==> config.mk <==
export PLATFORM = sky130hd
export DESIGN_NAME = uart_sec_regfile
export DESIGN_NICKNAME = d
export VERILOG_FILES = /design/src/rtl/uart_sec_pkg.sv /design/src/rtl/uart_sec_decode.sv /design/src/rtl/uart_sec_isr.sv /design/src/rtl/uart_sec_regfile.sv
export SDC_FILE = /design/constraint.sdc
export NUM_CORES = 1
export LEC_CHECK = 0
export BUFFER_PORTS_ARGS = -buffer_cell sky130_fd_sc_hd__buf_2
export CORE_AREA = 2 2 294 296
export DETAILED_ROUTE_END_ITERATION = 10
export DIE_AREA = 0 0 296 298
export PLACE_DENSITY = 0.65
export SLEW_MARGIN = 20
export SYNTH_ARGS = -nofsm -noshare
export SYNTH_HDL_FRONTEND = slang
export SYNTH_HIERARCHICAL = 1
export SYNTH_SLANG_ARGS = --single-unit
==> constraint.sdc <==
create_clock -name clk -period 2.9 [get_ports clk]
set_input_delay 0 -clock clk [delete_from_list [all_inputs] [get_ports clk]]
set_output_delay 0 -clock clk [all_outputs]
set_load 0.02 [all_outputs]
==> src/rtl/uart_sec_pkg.sv <==
package uart_sec_pkg;

    // Word index of each register; the index is the access policy key.
    typedef enum logic [4:0] {
        REG_CTRL      = 5'd0,
        REG_MODE      = 5'd1,
        REG_IEN       = 5'd2,
        REG_IDIS      = 5'd3,
        REG_IMASK     = 5'd4,
        REG_S_ISR     = 5'd5,
        REG_BGEN      = 5'd6,
        REG_RXTO      = 5'd7,
        REG_S_RXTRIG  = 5'd8,
        REG_MCTL      = 5'd9,
        REG_MSTAT     = 5'd10,
        REG_S_CHST    = 5'd11,
        REG_S_TXF     = 5'd12,
        REG_BDIV      = 5'd13,
        REG_FDLY      = 5'd14,
        REG_S_TXTRIG  = 5'd15,
        REG_S_RXF     = 5'd16,
        REG_NS_RXTRIG = 5'd17,
        REG_NS_TXTRIG = 5'd18,
        REG_NS_RXF    = 5'd19,
        REG_NS_TXF    = 5'd20,
        REG_NS_ISR    = 5'd21,
        REG_NS_CHST   = 5'd22
    } reg_id_e;

    localparam int NUM_REGS = 23;

    localparam logic [1:0] RESP_OKAY   = 2'b00;
    localparam logic [1:0] RESP_SLVERR = 2'b10;
    localparam logic [1:0] RESP_DECERR = 2'b11;

endpackage

==> src/rtl/uart_sec_decode.sv <==
module uart_sec_decode
    import uart_sec_pkg::*;
#(
    parameter int ADDR_W = 8
) (
    input  logic [ADDR_W-1:0] addr_i,
    output reg_id_e           id_o,
    output logic              hit_o,
    output logic              sec_only_o
);
    localparam int IDX_W = ADDR_W - 2;

    logic [IDX_W-1:0] widx;
    logic [1:0]       unused_lsb;

    assign widx       = addr_i[ADDR_W-1:2];
    assign unused_lsb = addr_i[1:0];

    always_comb begin
        hit_o      = (widx < IDX_W'(NUM_REGS));
        id_o       = hit_o ? reg_id_e'(widx[4:0]) : REG_CTRL;
        sec_only_o = hit_o && (id_o <= REG_S_RXF) && (id_o != REG_MSTAT);
    end
endmodule

==> src/rtl/uart_sec_isr.sv <==
module uart_sec_isr #(
    parameter int DATA_W = 32
) (
    input  logic              clk,
    input  logic              rst_n,
    input  logic [DATA_W-1:0] set_i,
    input  logic [DATA_W-1:0] clr_i,
    output logic [DATA_W-1:0] isr_o
);
    logic [DATA_W-1:0] isr_d, isr_q;

    always_comb begin
        isr_d = (isr_q & ~clr_i) | set_i;
    end

    always_ff @(posedge clk or negedge rst_n) begin
        if (!rst_n) isr_q <= '0;
        else        isr_q <= isr_d;
    end

    assign isr_o = isr_q;
endmodule

==> src/rtl/uart_sec_regfile.sv <==
module uart_sec_regfile
    import uart_sec_pkg::*;
#(
    parameter int ADDR_W = 8,
    parameter int DATA_W = 32
) (
    input  logic                clk,
    input  logic                rst_n,
    input  logic                awvalid,
    output logic                awready,
    input  logic [ADDR_W-1:0]   awaddr,
    input  logic [2:0]          awprot,
    input  logic                wvalid,
    output logic                wready,
    input  logic [DATA_W-1:0]   wdata,
    input  logic [DATA_W/8-1:0] wstrb,
    output logic                bvalid,
    input  logic                bready,
    output logic [1:0]          bresp,
    input  logic                arvalid,
    output logic                arready,
    input  logic [ADDR_W-1:0]   araddr,
    input  logic [2:0]          arprot,
    output logic                rvalid,
    input  logic                rready,
    output logic [DATA_W-1:0]   rdata,
    output logic [1:0]          rresp,
    output logic [DATA_W-1:0]   cfg_ctrl,
    output logic [DATA_W-1:0]   cfg_mode,
    output logic [DATA_W-1:0]   cfg_baud_gen,
    output logic [DATA_W-1:0]   cfg_baud_div,
    output logic [DATA_W-1:0]   cfg_rx_timeout,
    output logic [DATA_W-1:0]   cfg_modem_ctl,
    output logic [DATA_W-1:0]   cfg_flow_delay,
    output logic [DATA_W-1:0]   cfg_irq_mask,
    output logic [DATA_W-1:0]   cfg_sec_rx_trig,
    output logic [DATA_W-1:0]   cfg_sec_tx_trig,
    output logic [DATA_W-1:0]   cfg_ns_rx_trig,
    output logic [DATA_W-1:0]   cfg_ns_tx_trig,
    output logic                sec_tx_push,
    output logic                ns_tx_push,
    output logic [DATA_W-1:0]   tx_push_data,
    output logic                sec_rx_pop,
    output logic                ns_rx_pop,
    input  logic [DATA_W-1:0]   sec_rx_data,
    input  logic [DATA_W-1:0]   ns_rx_data,
    input  logic [DATA_W-1:0]   sec_chan_stat,
    input  logic [DATA_W-1:0]   ns_chan_stat,
    input  logic [DATA_W-1:0]   modem_stat,
    input  logic [DATA_W-1:0]   sec_irq_evt,
    input  logic [DATA_W-1:0]   ns_irq_evt,
    output logic                fiq,
    output logic                irq
);
    localparam int STRB_W = DATA_W / 8;

    typedef struct packed {
        logic              aw_vld;
        logic [ADDR_W-1:0] aw_addr;
        logic              aw_ns;
        logic              w_vld;
        logic [DATA_W-1:0] w_data;
        logic [STRB_W-1:0] w_strb;
        logic              b_vld;
        logic [1:0]        b_resp;
        logic              r_vld;
        logic [DATA_W-1:0] r_data;
        logic [1:0]        r_resp;
        logic [DATA_W-1:0] ctrl;
        logic [DATA_W-1:0] mode;
        logic [DATA_W-1:0] imask;
        logic [DATA_W-1:0] bgen;
        logic [DATA_W-1:0] rxto;
        logic [DATA_W-1:0] s_rxtrig;
        logic [DATA_W-1:0] mctl;
        logic [DATA_W-1:0] bdiv;
        logic [DATA_W-1:0] fdly;
        logic [DATA_W-1:0] s_txtrig;
        logic [DATA_W-1:0] ns_rxtrig;
        logic [DATA_W-1:0] ns_txtrig;
    } state_t;

    state_t st_d, st_q;

    reg_id_e           wr_id, rd_id;
    logic              wr_hit, wr_sec_only, rd_hit, rd_sec_only;
    logic [DATA_W-1:0] s_isr, ns_isr, s_isr_clr, ns_isr_clr;
    logic [DATA_W-1:0] bm, wv, rd_val;
    logic              wr_exec, ar_hs;
    logic              unused_prot;

    assign unused_prot = ^{awprot[2], awprot[0], arprot[2], arprot[0]};

    function automatic logic [DATA_W-1:0] lane_mask(input logic [STRB_W-1:0] s);
        logic [DATA_W-1:0] m;
        for (int i = 0; i < STRB_W; i++) m[i*8 +: 8] = {8{s[i]}};
        return m;
    endfunction

    uart_sec_decode #(.ADDR_W(ADDR_W)) u_wr_dec (
        .addr_i(st_q.aw_addr), .id_o(wr_id), .hit_o(wr_hit), .sec_only_o(wr_sec_only)
    );

    uart_sec_decode #(.ADDR_W(ADDR_W)) u_rd_dec (
        .addr_i(araddr), .id_o(rd_id), .hit_o(rd_hit), .sec_only_o(rd_sec_only)
    );

    uart_sec_isr #(.DATA_W(DATA_W)) u_s_isr (
        .clk(clk), .rst_n(rst_n), .set_i(sec_irq_evt), .clr_i(s_isr_clr), .isr_o(s_isr)
    );

    uart_sec_isr #(.DATA_W(DATA_W)) u_ns_isr (
        .clk(clk), .rst_n(rst_n), .set_i(ns_irq_evt), .clr_i(ns_isr_clr), .isr_o(ns_isr)
    );

    // Read source for a permitted read
    always_comb begin
        case (rd_id)
            REG_CTRL:      rd_val = st_q.ctrl;
            REG_MODE:      rd_val = st_q.mode;
            REG_IMASK:     rd_val = st_q.imask;
            REG_S_ISR:     rd_val = s_isr;
            REG_BGEN:      rd_val = st_q.bgen;
            REG_RXTO:      rd_val = st_q.rxto;
            REG_S_RXTRIG:  rd_val = st_q.s_rxtrig;
            REG_MCTL:      rd_val = st_q.mctl;
            REG_MSTAT:     rd_val = modem_stat;
            REG_S_CHST:    rd_val = sec_chan_stat;
            REG_BDIV:      rd_val = st_q.bdiv;
            REG_FDLY:      rd_val = st_q.fdly;
            REG_S_TXTRIG:  rd_val = st_q.s_txtrig;
            REG_S_RXF:     rd_val = sec_rx_data;
            REG_NS_RXTRIG: rd_val = st_q.ns_rxtrig;
            REG_NS_TXTRIG: rd_val = st_q.ns_txtrig;
            REG_NS_RXF:    rd_val = ns_rx_data;
            REG_NS_ISR:    rd_val = ns_isr;
            REG_NS_CHST:   rd_val = ns_chan_stat;
            default:       rd_val = '0;
        endcase
    end

    always_comb begin
        st_d        = st_q;
        s_isr_clr   = '0;
        ns_isr_clr  = '0;
        sec_tx_push = 1'b0;
        ns_tx_push  = 1'b0;
        sec_rx_pop  = 1'b0;
        ns_rx_pop   = 1'b0;
        bm          = lane_mask(st_q.w_strb);
        wv          = st_q.w_data & bm;
        wr_exec     = st_q.aw_vld && st_q.w_vld && !st_q.b_vld;
        ar_hs       = arvalid && !st_q.r_vld;

        // Independent capture of address and data
        if (awvalid && !st_q.aw_vld) begin
            st_d.aw_vld  = 1'b1;
            st_d.aw_addr = awaddr;
            st_d.aw_ns   = awprot[1];
        end
        if (wvalid && !st_q.w_vld) begin
            st_d.w_vld  = 1'b1;
            st_d.w_data = wdata;
            st_d.w_strb = wstrb;
        end
        if (st_q.b_vld && bready) st_d.b_vld = 1'b0;

        if (wr_exec) begin
            st_d.aw_vld = 1'b0;
            st_d.w_vld  = 1'b0;
            st_d.b_vld  = 1'b1;
            if (!wr_hit) begin
                st_d.b_resp = RESP_DECERR;
            end else if (wr_sec_only && st_q.aw_ns) begin
                st_d.b_resp = RESP_SLVERR;
            end else begin
                st_d.b_resp = RESP_OKAY;
                case (wr_id)
                    REG_CTRL:      st_d.ctrl      = (st_q.ctrl & ~bm) | wv;
                    REG_MODE:      st_d.mode      = (st_q.mode & ~bm) | wv;
                    REG_IEN:       st_d.imask     = st_q.imask | wv;
                    REG_IDIS:      st_d.imask     = st_q.imask & ~wv;
                    REG_S_ISR:     s_isr_clr      = wv;
                    REG_BGEN:      st_d.bgen      = (st_q.bgen & ~bm) | wv;
                    REG_RXTO:      st_d.rxto      = (st_q.rxto & ~bm) | wv;
                    REG_S_RXTRIG:  st_d.s_rxtrig  = (st_q.s_rxtrig & ~bm) | wv;
                    REG_MCTL:      st_d.mctl      = (st_q.mctl & ~bm) | wv;
                    REG_S_TXF:     sec_tx_push    = 1'b1;
                    REG_BDIV:      st_d.bdiv      = (st_q.bdiv & ~bm) | wv;
                    REG_FDLY:      st_d.fdly      = (st_q.fdly & ~bm) | wv;
                    REG_S_TXTRIG:  st_d.s_txtrig  = (st_q.s_txtrig & ~bm) | wv;
                    REG_NS_RXTRIG: st_d.ns_rxtrig = (st_q.ns_rxtrig & ~bm) | wv;
                    REG_NS_TXTRIG: st_d.ns_txtrig = (st_q.ns_txtrig & ~bm) | wv;
                    REG_NS_TXF:    ns_tx_push     = 1'b1;
                    REG_NS_ISR:    ns_isr_clr     = wv;
                    default: ;
                endcase
            end
        end

        if (st_q.r_vld && rready) st_d.r_vld = 1'b0;
        if (ar_hs) begin
            st_d.r_vld = 1'b1;
            if (!rd_hit) begin
                st_d.r_resp = RESP_DECERR;
                st_d.r_data = '0;
            end else if (rd_sec_only && arprot[1]) begin
                st_d.r_resp = RESP_SLVERR;
                st_d.r_data = '0;
            end else begin
                st_d.r_resp = RESP_OKAY;
                st_d.r_data = rd_val;
                sec_rx_pop  = (rd_id == REG_S_RXF);
                ns_rx_pop   = (rd_id == REG_NS_RXF);
            end
        end
    end

    always_ff @(posedge clk or negedge rst_n) begin
        if (!rst_n) st_q <= '0;
        else        st_q <= st_d;
    end

    assign awready         = !st_q.aw_vld;
    assign wready          = !st_q.w_vld;
    assign bvalid          = st_q.b_vld;
    assign bresp           = st_q.b_resp;
    assign arready         = !st_q.r_vld;
    assign rvalid          = st_q.r_vld;
    assign rdata           = st_q.r_data;
    assign rresp           = st_q.r_resp;
    assign cfg_ctrl        = st_q.ctrl;
    assign cfg_mode        = st_q.mode;
    assign cfg_baud_gen    = st_q.bgen;
    assign cfg_baud_div    = st_q.bdiv;
    assign cfg_rx_timeout  = st_q.rxto;
    assign cfg_modem_ctl   = st_q.mctl;
    assign cfg_flow_delay  = st_q.fdly;
    assign cfg_irq_mask    = st_q.imask;
    assign cfg_sec_rx_trig = st_q.s_rxtrig;
    assign cfg_sec_tx_trig = st_q.s_txtrig;
    assign cfg_ns_rx_trig  = st_q.ns_rxtrig;
    assign cfg_ns_tx_trig  = st_q.ns_txtrig;
    assign tx_push_data    = st_q.w_data;
    assign fiq             = |(s_isr & st_q.imask);
    assign irq             = |(ns_isr & st_q.imask);
endmodule

Yosys cells after proc, flatten, opt, wreduce, memory -nomap -nowiden
Index checks and enable logic that the tools add are counted.
{"block": "totals", "reg_bits": 533, "input_bits": 289, "output_inout_bits": 463, "elab_cells": 177}
{"block": "classes", "magnitude_cmp": 4, "n_eq_ne": 36, "muxes": 38, "n_bitwise": 36, "reduce_logical": 38}
{"cell": "32-bit case mux with 19 select lines", "count": 1}
{"cell": "32-bit AND", "count": 17}
{"cell": "32-bit OR", "count": 14}
{"cell": "32-bit 2-to-1 mux", "count": 8}
{"cell": "32-bit NOT", "count": 4}
{"cell": "34-bit 2-to-1 mux", "count": 2}
{"cell": "5-bit by 4-bit equality test with 1-bit output (second input constant)", "count": 13}
{"cell": "32-bit case mux with 2 select lines", "count": 1}
{"cell": "32-bit OR reduction", "count": 2}
{"cell": "5-bit equality test (second input constant)", "count": 10}
{"cell": "4-bit AND reduction", "count": 12}
{"cell": "37-bit 2-to-1 mux", "count": 1}
{"cell": "5-bit by 3-bit equality test with 1-bit output (second input constant)", "count": 7}
{"cell": "35-bit 2-to-1 mux", "count": 1}
{"cell": "1-bit 2-to-1 mux", "count": 18}
{"cell": "1-bit logical AND", "count": 13}
{"cell": "6-bit by 5-bit < comparator with 1-bit output (second input constant)", "count": 2}
{"cell": "5-bit by 1-bit equality test with 1-bit output (second input constant)", "count": 2}
{"cell": "5-bit by 2-bit equality test with 1-bit output (second input constant)", "count": 2}
{"cell": "5-bit less-or-equal comparator (second input constant)", "count": 2}
{"cell": "5-bit zero test", "count": 2}
{"cell": "10-bit 2-to-1 mux", "count": 1}
{"cell": "5-bit 2-to-1 mux", "count": 2}
{"cell": "5-bit by 4-bit inequality test with 1-bit output (second input constant)", "count": 2}
{"cell": "5 further kinds", "count": 13}

Depth between registers and ports, before layout
{"block": "logic_depth", "depth_word": 12, "depth_mapped": 12, "ltp_nobuf": 10}

Hierarchy
Netlist, hierarchy kept.
{"mod": "uart_sec_regfile", "instances": 1, "cells_each": 2319, "area_per_inst_um2": 25767.2, "seq_area_each_um2": 11736.3}
{"mod": "uart_sec_isr", "instances": 2, "cells_each": 96, "area_per_inst_um2": 1161.1, "seq_area_each_um2": 800.8}
{"mod": "uart_sec_decode", "instances": 2, "cells_each": 19, "area_per_inst_um2": 126.4, "seq_area_each_um2": 0.0}

Worst setup path before layout
OpenSTA, ideal clock, no wires.
{"block": "synth_timing", "path_type": "register to register", "from": "register st_q[463] (netlist bit)", "to": "register u_s_isr.isr_q[11], in the netlist u_s_isr/isr_o[11]", "setup_ns": 0.118, "t_arrival_ns": 2.279, "t_required_ns": 2.782, "slack_ns": 0.502, "path_stages_with_launch": 9, "n_path_buf": 1, "period_less_slack_ns": 2.398, "path_cell_list": "dfrtp_1 > a21o_2 > a21oi_1 > or4b_4 > nor2_1 > clkbuf_1 > and3_1 > inv_1 > a21o_1"}
{"block": "synth_between", "elab_chain_cells": 12, "word_cells_on_any_way": 15, "cone_classes": "order compare: 2; eq/ne: 2; mux: 5; bitwise: 3; reduce/logical: 3"}
{"element": "start, declared", "line_no": "uart_sec_regfile.sv:83", "source": "state_t st_d, st_q;"}
{"element": "start signal, assigned", "line_no": "uart_sec_regfile.sv:221", "source": "else st_q <= st_d;"}
{"element": "6-bit by 5-bit < comparator with 1-bit output *", "line_no": "uart_sec_decode.sv:20", "source": "hit_o = (widx < IDX_W'(NUM_REGS));"}
{"element": "5-bit 2-to-1 mux *", "line_no": "uart_sec_decode.sv:21", "source": "id_o = hit_o ? reg_id_e'(widx[4:0]) : REG_CTRL;"}
{"element": "via wr_id[2]", "line_no": "uart_sec_regfile.sv:85", "source": "reg_id_e wr_id, rd_id;"}
{"element": "5-bit less-or-equal comparator", "line_no": "uart_sec_decode.sv:22", "source": "sec_only_o = hit_o && (id_o <= REG_S_RXF) && (id_o != REG_MSTAT);"}
{"element": "1-bit logical AND (2 in series)", "line_no": "uart_sec_decode.sv:22"}
{"element": "1-bit logical AND", "line_no": "uart_sec_regfile.sv:174", "source": "end else if (wr_sec_only && st_q.aw_ns) begin"}
{"element": "32-bit 2-to-1 mux *", "line_no": "uart_sec_regfile.sv:174"}
{"element": "32-bit 2-to-1 mux *", "line_no": "uart_sec_regfile.sv:172", "source": "if (!wr_hit) begin"}
{"element": "32-bit 2-to-1 mux *", "line_no": "uart_sec_regfile.sv:168", "source": "if (wr_exec) begin"}
{"element": "via s_isr_clr[11]", "line_no": "uart_sec_regfile.sv:87", "source": "logic [DATA_W-1:0] s_isr, ns_isr, s_isr_clr, ns_isr_clr;"}
{"element": "32-bit NOT *", "line_no": "uart_sec_isr.sv:13", "source": "isr_d = (isr_q & ~clr_i) | set_i;"}
{"element": "32-bit AND *", "line_no": "uart_sec_isr.sv:13"}
{"element": "32-bit OR *", "line_no": "uart_sec_isr.sv:13"}
{"element": "via u_s_isr.isr_d[11]", "line_no": "uart_sec_isr.sv:10", "source": "logic [DATA_W-1:0] isr_d, isr_q;"}
{"element": "end signal, assigned", "line_no": "uart_sec_isr.sv:18", "source": "else isr_q <= isr_d;"}
{"element": "end, declared", "line_no": "uart_sec_isr.sv:10"}
The timed path passes the listed nets; every way through them passes the cells marked *.
A chain may end at the register's enable or synchronous reset.

Worst setup path after layout
{"block": "layout_timing", "from": "register st_q[464] (netlist bit)", "to": "output ns_tx_push"}
{"block": "layout_between", "elab_chain_cells": 9, "word_cells_on_any_way": 12, "cone_classes": "order compare: 2; eq/ne: 2; mux: 5; reduce/logical: 3"}
{"element": "6-bit by 5-bit < comparator with 1-bit output", "line_no": "uart_sec_decode.sv:20"}
{"element": "5-bit 2-to-1 mux", "line_no": "uart_sec_decode.sv:21"}
{"element": "5-bit less-or-equal comparator", "line_no": "uart_sec_decode.sv:22"}
{"element": "1-bit logical AND", "line_no": "uart_sec_decode.sv:22"}
{"element": "1-bit logical AND *", "line_no": "uart_sec_decode.sv:22"}
{"element": "via wr_sec_only", "line_no": "uart_sec_regfile.sv:86", "source": "logic wr_hit, wr_sec_only, rd_hit, rd_sec_only;"}
{"element": "1-bit logical AND *", "line_no": "uart_sec_regfile.sv:174"}
{"element": "1-bit 2-to-1 mux *", "line_no": "uart_sec_regfile.sv:174"}
{"element": "1-bit 2-to-1 mux *", "line_no": "uart_sec_regfile.sv:172"}
{"element": "1-bit 2-to-1 mux *", "line_no": "uart_sec_regfile.sv:168"}
{"element": "end, declared", "line_no": "uart_sec_regfile.sv:41", "source": "output logic ns_tx_push,"}
Marked as above.

==> results.yml <==
cts:
  cts_root_buf: "clkbuf_16"
  cts_tree: "done"
  cts_made_buffers: 66
  clock_latency_ns: 0.62
  cts.clk_slew.worst_paths_ns: 0.07
  cts_sinks: 531
  htreeDepth: 3
  cts_buffer_depth: 3
worst_setup_path:
  crit_path_start_kind: "register"
  r2r-start: "st_q[464]"
  end_kind: "output port"
  worstSetupStartpoint: "st_q[464]"
  r2r_slack_ns: -0.08
  critPathCapture: "ns_tx_push"
  r2r_cells: 9
  crit_family: "simple AND/OR/NAND/NOR gates"
  cp_common_cell: "buf_4"
  cp_num_buf_inv: 5
  worstPathArrival_ns: 3.02
  crit_chain: "buf_4, or4_1, a31oi_1, nand2_1, nand3_2, buf_4, nor2_4, buf_6, buf_8, and4_1, buf_2"
  cp_max_fo: 14
  crit_type: "reg2out"
  slowest_stage: "or4_1"
  cp_slowest_stage_delay_ns: 0.50
  worstSetupPathDepth: 11
  cp.required_ns: 2.90
final_layout:
  areaGrowthSynthToFinish_pct: 29.1
  final_area_um2: 36500
  final_common_cell: "buf_2"
  drive_above_1_share_pct: 47.2
  nets: 3500
  final_util_pct: 43.0
  final_cells: 4413
  final_cell_mix: "buf_2, dfrtp_1, mux2_2"
run:
  drv_cap: 0
power_and_ir_drop:
  p_switching_mw: 11.7
  power.density_nw_per_um2: 792
  combPwrFrac_pct: 29.8
  total_power_mw: 28.9
  cellLeakagePower_nw: 18.0
  swShare_pct: 40.5
  p_int_mw: 17.2
  p_seq_share_pct: 40.2
  peakVddDrop_uv: 620
  clock_power_share_pct: 30.0
global_routing:
  grt_pass1_wl_mm: 200
  overflow: 0
  grt_max_degree: 72
  grtUsageTotal_pct: 32.7
  antenna_found_initial: 14
  first_global_vias: 25000
route:
  drt_iter0_markers: 2626
  drt-wirelength-per-cell_um: 33.6
  drc: 0
  drt_wl_total_mm: 148
  vias_per_cell: 5.69
  vias: 25100
  ant_nets: 0
  drtPass1Iterations: 6
sta:
  setup-tns-final_ns: -2.64
  setup_viol: 60
  final_hold_viol_count: 0
  setup_slack_ns: -0.117
  finClkSkew_ns: 0.0342
  fmax_ghz: 0.331
  drv_slew: 0
  fin_crit_sh_pct: 104
  hold_slack_ns: 0.0488
  slew_headroom_pct: 34.4
  period_minus_slack_ns: 3.02
  rsz0062_at_grt: "yes"
  worst_slew_pin_slew_ns: 0.981
floorplanning:
  start_util_pct: 33.3
  ioPinCount: 752
  die_w_um: 296
  core_area_um2: 84900
  num_rows: 107
  die-area_um2: 88200
  die_h_um: 298
synthesis:
  synth.net_count: 2834
  yosys_warnings: 6
  syn_area_per_cell_um2: 11.1
  synth_area_um2: 28300
  synthCells: 2545
placement:
  placed_cell_area_um2: 32000
  place_inst: 4072
  pre_cts_ws_ns: -0.238
  dp_hpwl_mm: 108
  io_buffers: 743
  gp_routability_congestion: 0.902
run_status:
  violations: "setup timing"
  status: "complete, but fails checks"
min_path:
  hold_class: "in2reg"
==> what timing repair did <==
action                     4_1_cts  5_1_grt
buffers inserted                 2        4
hold buffers                   209        0
pin swaps                        1        1
gates cloned                     0        0
setup endpoints to repair      130       40
hold endpoints to repair       534        0
resized for setup               10        6
==> tightest hold or removal path, cell delays in order <==
cell	delay [ns]
buf_2	0.07
a22oi_1	0.07
nand3_1	0.11
a2111oi_0	0.07
buf_4	0.14
o21ai_0	0.15
==> power groups by stage <==
stage	clock network, mW	logic (mW)	registers (mW)
CTS	8.75	8.53	11.5
global placement	0	8.01	11.6
floorplan	0	6.54	9.81
global route	9.01	9.04	11.8
finish	8.67	8.61	11.6
detailed placement	0	8.10	11.6
==> how the worst min path moves through the flow <==
stage / start / to / slack, ns / cells after the start
3_3_place_gp: rst_n / asynchronous set/reset pin / -0.005 / 1
2_1_floorplan: rst_n / asynchronous set/reset pin / -0.30 / 0
6_report: sec_rx_data[16] / rdata[16] / 0.05 / 6
3_5_place_dp: rst_n / asynchronous set/reset pin / -0.004 / 1
4_1_cts: sec_rx_data[16] / rdata[16] / 0.004 / 6
5_1_grt: sec_chan_stat[14] / rdata[14] / 0.04 / 5
==> cell type report <==
cell class,instances,area [um^2]
clock buffer,89,1870
sequential,531,13300
tap,1144,1430
clock inverter,27,362
inverter,69,259
fill,8264,48400
antenna,10,25.0
multi-input combinational,1361,11100
timing repair buffer,1182,8180
==> per-layer routing <==
layer	share of wire [%]	GRT usage (%)
met5	0.028	0
met4	4.9	14.0
met3	10	10.0
met2	45	50.8
met1	40	41.9
Power figures use the tool's default switching activity.
